==> config.mk <==
export PLATFORM = sky130hd
export DESIGN_NAME = tsen_cfg_reg
export DESIGN_NICKNAME = d
export VERILOG_FILES = /design/src/rtl/tsen_cfg_pkg.sv /design/src/rtl/tsen_cfg_decode.sv /design/src/rtl/tsen_lock_bits.sv /design/src/rtl/tsen_sd_ctrl.sv /design/src/rtl/tsen_clr_pulse.sv /design/src/rtl/tsen_cfg_reg.sv
export SDC_FILE = /design/constraint.sdc
export NUM_CORES = 1
export LEC_CHECK = 0
export CAP_MARGIN = 20
export CORE_ASPECT_RATIO = 1.25
export CORE_UTILIZATION = 21
export DETAILED_ROUTE_END_ITERATION = 8
export GPL_TIMING_DRIVEN = 0
export PLACE_DENSITY = 0.74
export SLEW_MARGIN = 40
export SYNTH_ARGS = -nofsm -noshare
export SYNTH_HDL_FRONTEND = slang
export SYNTH_SLANG_ARGS = --single-unit
==> constraint.sdc <==
create_clock -name clk_i -period 0.8 [get_ports clk_i]
set_input_delay 0.12 -clock clk_i [delete_from_list [all_inputs] [get_ports clk_i]]
set_output_delay 0.12 -clock clk_i [all_outputs]
set_load 0.005 [all_outputs]
==> src/rtl/tsen_cfg_pkg.sv <==
package tsen_cfg_pkg;
  // bit positions inside the configuration word
  localparam int unsigned SD_BIT    = 8;
  localparam int unsigned CLOCK_BIT = 7;
  localparam int unsigned WLOCK_BIT = 6;
  localparam int unsigned CLR_BIT   = 5;
  localparam int unsigned EVT_BIT   = 4;
  localparam int unsigned NUM_LOCKS = 2;
  localparam int unsigned LK_CRIT   = 0;
  localparam int unsigned LK_WIN    = 1;

  typedef struct packed {
    logic cfg;
    logic crit;
    logic win;
  } hit_t;
endpackage

==> src/rtl/tsen_cfg_decode.sv <==
module tsen_cfg_decode
  import tsen_cfg_pkg::*;
#(
  parameter int unsigned ADDR_W = 8,
  parameter int unsigned NUM_WIN = 2,
  parameter logic [ADDR_W-1:0] CFG_ADDR = 8'h01,
  parameter logic [ADDR_W-1:0] CRIT_ADDR = 8'h04,
  parameter logic [NUM_WIN*ADDR_W-1:0] WIN_ADDRS = {8'h03, 8'h02}
) (
  input  logic [ADDR_W-1:0] addr_i,
  output hit_t              hit_o
);
  logic [NUM_WIN-1:0] win_match;

  for (genvar g = 0; g < NUM_WIN; g++) begin : g_win
    assign win_match[g] = (addr_i == WIN_ADDRS[g*ADDR_W +: ADDR_W]);
  end

  assign hit_o.cfg  = (addr_i == CFG_ADDR);
  assign hit_o.crit = (addr_i == CRIT_ADDR);
  assign hit_o.win  = |win_match;
endmodule

==> src/rtl/tsen_lock_bits.sv <==
module tsen_lock_bits #(
  parameter int unsigned N = 2
) (
  input  logic         clk_i,
  input  logic         rst_ni,
  input  logic [N-1:0] set_i,
  output logic [N-1:0] lock_o
);
  // set-only, cleared by power-on reset alone
  for (genvar g = 0; g < N; g++) begin : g_lock
    always_ff @(posedge clk_i or negedge rst_ni) begin
      if (!rst_ni)      lock_o[g] <= 1'b0;
      else if (set_i[g]) lock_o[g] <= 1'b1;
    end
  end
endmodule

==> src/rtl/tsen_sd_ctrl.sv <==
module tsen_sd_ctrl (
  input  logic clk_i,
  input  logic rst_ni,
  input  logic wr_i,
  input  logic sd_wdata_i,
  input  logic any_lock_i,  // lock state before this write
  output logic sd_o
);
  logic sd_d;

  always_comb begin
    sd_d = sd_o;
    if (wr_i) begin
      if (!sd_wdata_i)      sd_d = 1'b0;
      else if (!any_lock_i) sd_d = 1'b1;
    end
  end

  always_ff @(posedge clk_i or negedge rst_ni) begin
    if (!rst_ni) sd_o <= 1'b0;
    else         sd_o <= sd_d;
  end
endmodule

==> src/rtl/tsen_clr_pulse.sv <==
module tsen_clr_pulse (
  input  logic clk_i,
  input  logic rst_ni,
  input  logic req_i,
  input  logic intr_mode_i,
  output logic pulse_o
);
  always_ff @(posedge clk_i or negedge rst_ni) begin
    if (!rst_ni) pulse_o <= 1'b0;
    else         pulse_o <= req_i & intr_mode_i;
  end
endmodule

==> src/rtl/tsen_cfg_reg.sv <==
module tsen_cfg_reg
  import tsen_cfg_pkg::*;
#(
  parameter int unsigned ADDR_W = 8,
  parameter int unsigned DATA_W = 16,
  parameter logic [ADDR_W-1:0] CFG_ADDR = 8'h01,
  parameter logic [ADDR_W-1:0] CRIT_ADDR = 8'h04,
  parameter logic [2*ADDR_W-1:0] WIN_ADDRS = {8'h03, 8'h02}
) (
  input  logic              clk_i,
  input  logic              rst_ni,
  input  logic [ADDR_W-1:0] addr_i,
  input  logic [DATA_W-1:0] wdata_i,
  input  logic              we_i,
  output logic [DATA_W-1:0] rdata_o,
  input  logic              event_active_i,
  input  logic              intr_mode_i,
  output logic              shutdown_o,
  output logic              crit_we_o,
  output logic              win_we_o,
  output logic              clr_event_o
);
  hit_t                 hit;
  logic                 cfg_wr;
  logic [NUM_LOCKS-1:0] lock_set, lock_q;
  logic                 crit_lock, win_lock;
  logic                 unused_wdata;

  tsen_cfg_decode #(
    .ADDR_W   (ADDR_W),
    .NUM_WIN  (2),
    .CFG_ADDR (CFG_ADDR),
    .CRIT_ADDR(CRIT_ADDR),
    .WIN_ADDRS(WIN_ADDRS)
  ) u_dec (
    .addr_i(addr_i),
    .hit_o (hit)
  );

  assign cfg_wr = we_i & hit.cfg;

  assign lock_set[LK_CRIT] = cfg_wr & wdata_i[CLOCK_BIT];
  assign lock_set[LK_WIN]  = cfg_wr & wdata_i[WLOCK_BIT];

  tsen_lock_bits #(.N(NUM_LOCKS)) u_lock (
    .clk_i (clk_i),
    .rst_ni(rst_ni),
    .set_i (lock_set),
    .lock_o(lock_q)
  );

  assign crit_lock = lock_q[LK_CRIT];
  assign win_lock  = lock_q[LK_WIN];

  tsen_sd_ctrl u_sd (
    .clk_i     (clk_i),
    .rst_ni    (rst_ni),
    .wr_i      (cfg_wr),
    .sd_wdata_i(wdata_i[SD_BIT]),
    .any_lock_i(|lock_q),
    .sd_o      (shutdown_o)
  );

  tsen_clr_pulse u_clr (
    .clk_i      (clk_i),
    .rst_ni     (rst_ni),
    .req_i      (cfg_wr & wdata_i[CLR_BIT]),
    .intr_mode_i(intr_mode_i),
    .pulse_o    (clr_event_o)
  );

  assign crit_we_o = we_i & hit.crit & ~crit_lock;
  assign win_we_o  = we_i & hit.win  & ~win_lock;

  always_comb begin
    rdata_o = '0;
    if (hit.cfg) begin
      rdata_o[SD_BIT]    = shutdown_o;
      rdata_o[CLOCK_BIT] = crit_lock;
      rdata_o[WLOCK_BIT] = win_lock;
      rdata_o[EVT_BIT]   = event_active_i;
    end
  end

  assign unused_wdata = ^{wdata_i[DATA_W-1:SD_BIT+1], wdata_i[EVT_BIT:0]};
endmodule

# Word-level counts from Yosys, hierarchy flattened
# Index checks and enable logic that the tools add are counted.
[classes]
reduce_logical = 3
muxes = 4
bitwise = 11
eq_ne = 5
[op_table]
columns = ["cell", "count"]
rows = [
  ["8-bit by 2-bit equality test with 1-bit output (second input constant)", 2],
  ["1-bit AND", 9],
  ["8-bit by 1-bit equality test with 1-bit output (second input constant)", 1],
  ["8-bit by 3-bit equality test with 1-bit output (second input constant)", 1],
  ["2-bit OR reduction", 2],
  ["1-bit two-way mux", 3],
  ["3-bit two-way mux", 1],
  ["2-bit != test (second input constant)", 1],
  ["1-bit inverter", 2],
  ["2-bit AND reduction", 1],
]
[word_totals]
input_bits = 29
out_inout_bits = 20
word_cells = 27
register_bits = 4

# Depth between registers and ports, before layout
[depth]
word_depth = 4
mapped_depth = 3
depth_no_buf = 3

# Hierarchy
# A second synthesis with hierarchy kept.
[unflattened]
hier_cells = 41
hier_area_um2 = 362.8
[modules_own_cells]
columns = ["mod", "instances", "area_each_um2", "cells_per_inst"]
rows = [
  ["tsen_cfg_reg", 1, 173.9, 24],
  ["tsen_lock_bits", 1, 62.6, 4],
  ["tsen_cfg_decode", 1, 51.3, 7],
  ["tsen_sd_ctrl", 1, 43.8, 4],
  ["tsen_clr_pulse", 1, 31.3, 2],
]

# Worst setup path after synthesis
# No wires, ideal clock.
[synth_path]
path_type = "input -> register"
startpoint = "input port addr_i[3]"
endpoint = "register u_clr.pulse_o"
n_path_buf = 0
t_required_ps = 732
cell_stages = 3
setup_slack_ps = -80
arrival_ps = 812
cell_sequence = "nor4b_4 and2_4 and4_1"
[synth_via]
elab_chain_cells = 4
[synth_lines]
columns = ["element", "line", "source"]
rows = [
  ["from (decl)", "tsen_cfg_reg.sv:12", "input logic [ADDR_W-1:0] addr_i,"],
  ["8-bit by 1-bit equality test with 1-bit output", "tsen_cfg_decode.sv:19", "assign hit_o.cfg = (addr_i == CFG_ADDR);"],
  ["1-bit AND", "tsen_cfg_reg.sv:40", "assign cfg_wr = we_i & hit.cfg;"],
  ["1-bit AND", "tsen_cfg_reg.sv:67", ".req_i (cfg_wr & wdata_i[CLR_BIT]),"],
  ["1-bit AND", "tsen_clr_pulse.sv:10", "else pulse_o <= req_i & intr_mode_i;"],
  ["to (signal assigned)", "tsen_clr_pulse.sv:10", ""],
  ["to (decl)", "tsen_clr_pulse.sv:6", "output logic pulse_o"],
]
# No other way between the ends.
# A chain may end at the register's enable or synchronous reset.

# Worst setup path after layout
[layout_path]
startpoint = "register u_lock.lock_o[0]"
endpoint = "output port crit_we_o"
[layout_via]
elab_chain_cells = 2
[layout_lines]
columns = ["element", "line", "source"]
rows = [
  ["from (decl)", "tsen_lock_bits.sv:7", "output logic [N-1:0] lock_o"],
  ["from (signal, indexed assignment)", "tsen_lock_bits.sv:12", "if (!rst_ni) lock_o[g] <= 1'b0;"],
  ["from (signal, indexed assignment)", "tsen_lock_bits.sv:13", "else if (set_i[g]) lock_o[g] <= 1'b1;"],
  ["1-bit inverter", "tsen_cfg_reg.sv:72", "assign crit_we_o = we_i & hit.crit & ~crit_lock;"],
  ["1-bit AND", "tsen_cfg_reg.sv:72", ""],
  ["to (decl)", "tsen_cfg_reg.sv:19", "output logic crit_we_o,"],
]
# No other way between the ends.

==> impl_metrics.py <==
metrics = {
    "timing": {
        "setup_ws_ns": -0.3562,
        "fmax_mhz": 864.9,
        "post-route-period-util": 1.445,
        "final_hold_viol_count": 0,
        "setup_viol": 12,
        "finClkSkew_ns": 0.003015,
        "rsz0062_at_grt": "yes",
        "holdWs_ns": 0.08420,
        "slew_violations": 0,
        "fin_crit_ns": 1.156,
    },
    "synth": {
        "synth_top_area_frac": 0.2787,
        "synthesis.area_um2": 359.1,
        "synth-simple-area-share": 0.3589,
        "ys.warnings.count": 0,
        "synth_top_cells_by_area": "dfrtp_1 28%, buf_4 25%, nor4b_4 6.6%",
        "synth.distinct_cells": 19,
        "synthTopCellsByCount": "12 x buf_4, 4 x dfrtp_1",
        "synth_top_family_by_area": "simple AND/OR/NAND/NOR gates",
        "synth_edf_count": 0,
        "synth-main-ff-cell": "dfrtp_1",
        "synth_xor_area_frac": 0,
        "synth_mux_area_frac": 0,
        "ys_seq_elements": 4,
        "synth-adder-area-share": 0,
        "syn_area_per_cell_um2": 9.705,
        "synth_compound_area_frac": 0.09059,
        "synth_most_common_cell": "buf_4",
        "synth_cells": 37,
        "post-synth-top-area-cell": "dfrtp_1",
        "yosysSeqAreaShare": 0.2787,
        "async_flop_share": 1.000,
    },
    "detailed_routing": {
        "top_layer": "met4",
        "wirelength_mm": 1.024,
        "drtPass1Iterations": 1,
        "route.met2.wl_um": 515,
        "drtIter0Drc": 0,
        "m1WireLength_um": 325,
        "drc": 0,
        "viasPerCell": 4.019,
        "vias": 418,
        "antenna_left": 0,
        "avgRoutedWirePerCell_um": 9.846,
        "met3_length_um": 149,
    },
    "place": {
        "dpl.hpwl_um": 743.9,
        "dp_cells": 90,
        "gp_congestion": 0.6601,
        "numPortBuffers": 24,
    },
    "min_path": {
        "hold_class": "primary input to asynchronous set/reset pin",
    },
    "floorplan": {
        "fp.dieArea_mm2": 0.001880,
        "die_h_um": 48.24,
        "fp.dieW_um": 38.99,
        "start_util": 0.2271,
        "fp-row-count": 16,
        "io-pin-count": 49,
        "core_area_mm2": 0.001582,
    },
    "outcome": {
        "violations": "negative setup slack",
        "status": "complete, but fails checks",
    },
    "worst_setup_path": {
        "start_kind": "flop",
        "arrival_ns": 1.04,
        "critPathMaxFanout": 3,
        "worst_setup_path_end_kind": "output pin",
        "crit_type": "flop to output pin",
        "worst-endpoint-required_ns": 0.68,
    },
    "power_and_ir_drop": {
        "powerDensity_mw_per_mm2": 891.0,
        "p_sw_frac": 0.2390,
        "seq_power_share": 0.312,
        "ir_worst_vdd_mv": 0.7752,
        "comb_power_share": 0.336,
        "p_leak_uw": 0.0004226,
        "netSwitchingPower_uw": 168.2,
        "clock_power_share": 0.352,
        "p_int_uw": 535.3,
    },
    "grt": {
        "grt_pass1_vias": 374,
        "grt-ovfl-total": 0,
        "grt_max_degree": 7,
        "antenna_found_initial": 0,
        "grt_usage": 0.1275,
        "grt_pass1_wl_mm": 1.545,
    },
    "layout": {
        "layout.nets": 117,
        "fin_cells": 104,
        "drive_above_1_share": 0.6047,
        "syn2layout_area_growth_pct": 119.9,
        "n_antenna_cell": 0,
    },
    "clock_tree": {
        "clkLatencyLatePin_ns": 0.24,
        "cts.clk_slew.worst_paths_ns": 0.04,
        "htree_levels": 1,
        "cts_tree": "yes",
        "cts_sinks": 4,
        "cts_hold_buf": 0,
        "clockBufferDepth": 2,
        "cts_made_buffers": 3,
        "root_buffer": "clkbuf_4",
    },
    "run": {
        "max_cap_viol_count": 0,
    },
}
## state kept, by name, summed over array words and instances (netlist names)
name,flops
u_clr.pulse_o,1
u_sd.sd_o,1
u_lock.lock_o,2
## power groups by stage
stage          Clock [µW]  Combinational (µW)  Sequential [µW]
2_1_floorplan           0                83.1              222
3_3_place_gp            0                 196              223
3_5_place_dp            0                 200              223
4_1_cts               262                 228              219
5_1_grt               282                 261              220
6_report              247                 237              220
## final timing paths
check,start,to,slack [ns],depth (start not counted)
worst min-delay path,rst_ni,u_sd.sd_o,0.08,1
worst min register to register,u_lock.lock_o[1],u_lock.lock_o[1],0.60,2
worst max register to register,u_lock.lock_o[0],u_sd.sd_o,-0.14,4
max in group asynchronous,rst_ni,u_clr.pulse_o,0.55,1
min in group clk_i,we_i,u_sd.sd_o,0.16,2
worst max-delay path,u_lock.lock_o[0],crit_we_o,-0.36,3
## layout by cell type, fill, tap and decap left out
cell type / instances
nand3_1: 1
buf_2: 9
clkbuf_2: 1
inv_1: 1
buf_6: 11
clkdlybuf4s50_1: 7
nor2_1: 2
and4_1: 1
conb_1: 12
nor4_4: 1
buf_8: 2
a31o_1: 2
clkbuf_4: 3
dfrtp_1: 4
a41oi_1: 1
and3_1: 2
nor4b_2: 1
and2_4: 1
nor4b_4: 1
nand2b_4: 1
nor4_2: 1
nor3_2: 1
and3_4: 2
buf_4: 17
a31oi_1: 1
## cells by family after synthesis
| group | after synthesis |
|---|---|
| buffers and inverters | 13 |
| DFF | 4 |
| AOI/OAI and AO/OA | 4 |
| and+or+nand+nor | 15 |
| other | 1 |
## area by class of cell
class	instances	area (µm²)
fill	159	792.0
tap	18	22.52
timing repair buffer	35	311.5
multi-input combinational	31	239.0
clock buffer	3	22.52
sequential	4	100.1
buffer	12	90.09
inverter	1	3.754
## per-layer routing
metal,GRT usage,vias to the layer above
met5,0,-
met4,0.1241,0
met3,0.04110,4
met2,0.2233,31
met1,0.1127,175
li1,-,208
## repair_timing
item / 4_1_cts / 5_1_grt
endpoints found under the hold margin: 0 / 0
pin swaps: 10 / 6
endpoints found under the setup margin: 12 / 12
setup buffers: 11 / 1
gates resized for setup: 83 / 8
## through the flow
| stage | TNS [ns] | instance area (µm²) | utilization | setup WS [ns] | total power (µW) |
|---|---|---|---|---|---|
| 4_1_cts | -2.543 | 772.0 | 0.4881 | -0.3678 | 709.5 |
| 2_1_floorplan | -0.1151 | 412.9 | - | -0.05514 | 304.7 |
| 3_3_place_gp | -8.939 | 675.6 | 0.4272 | -1.044 | 418.9 |
| 3_5_place_dp | -9.135 | 675.6 | 0.4272 | -1.084 | 422.5 |
| 6_report | -2.510 | 789.5 | 0.4992 | -0.3562 | 703.4 |
| 5_1_grt | -3.094 | 789.5 | 0.4992 | -0.4261 | 763.5 |
## worst max-delay path, cell delays in order (launching register included)
cell and delay (ns):
dfrtp_1 0.39, nand2b_4 0.15, nor4_2 0.12, buf_2 0.15
No activity file was read; power rests on OpenSTA's default activity.
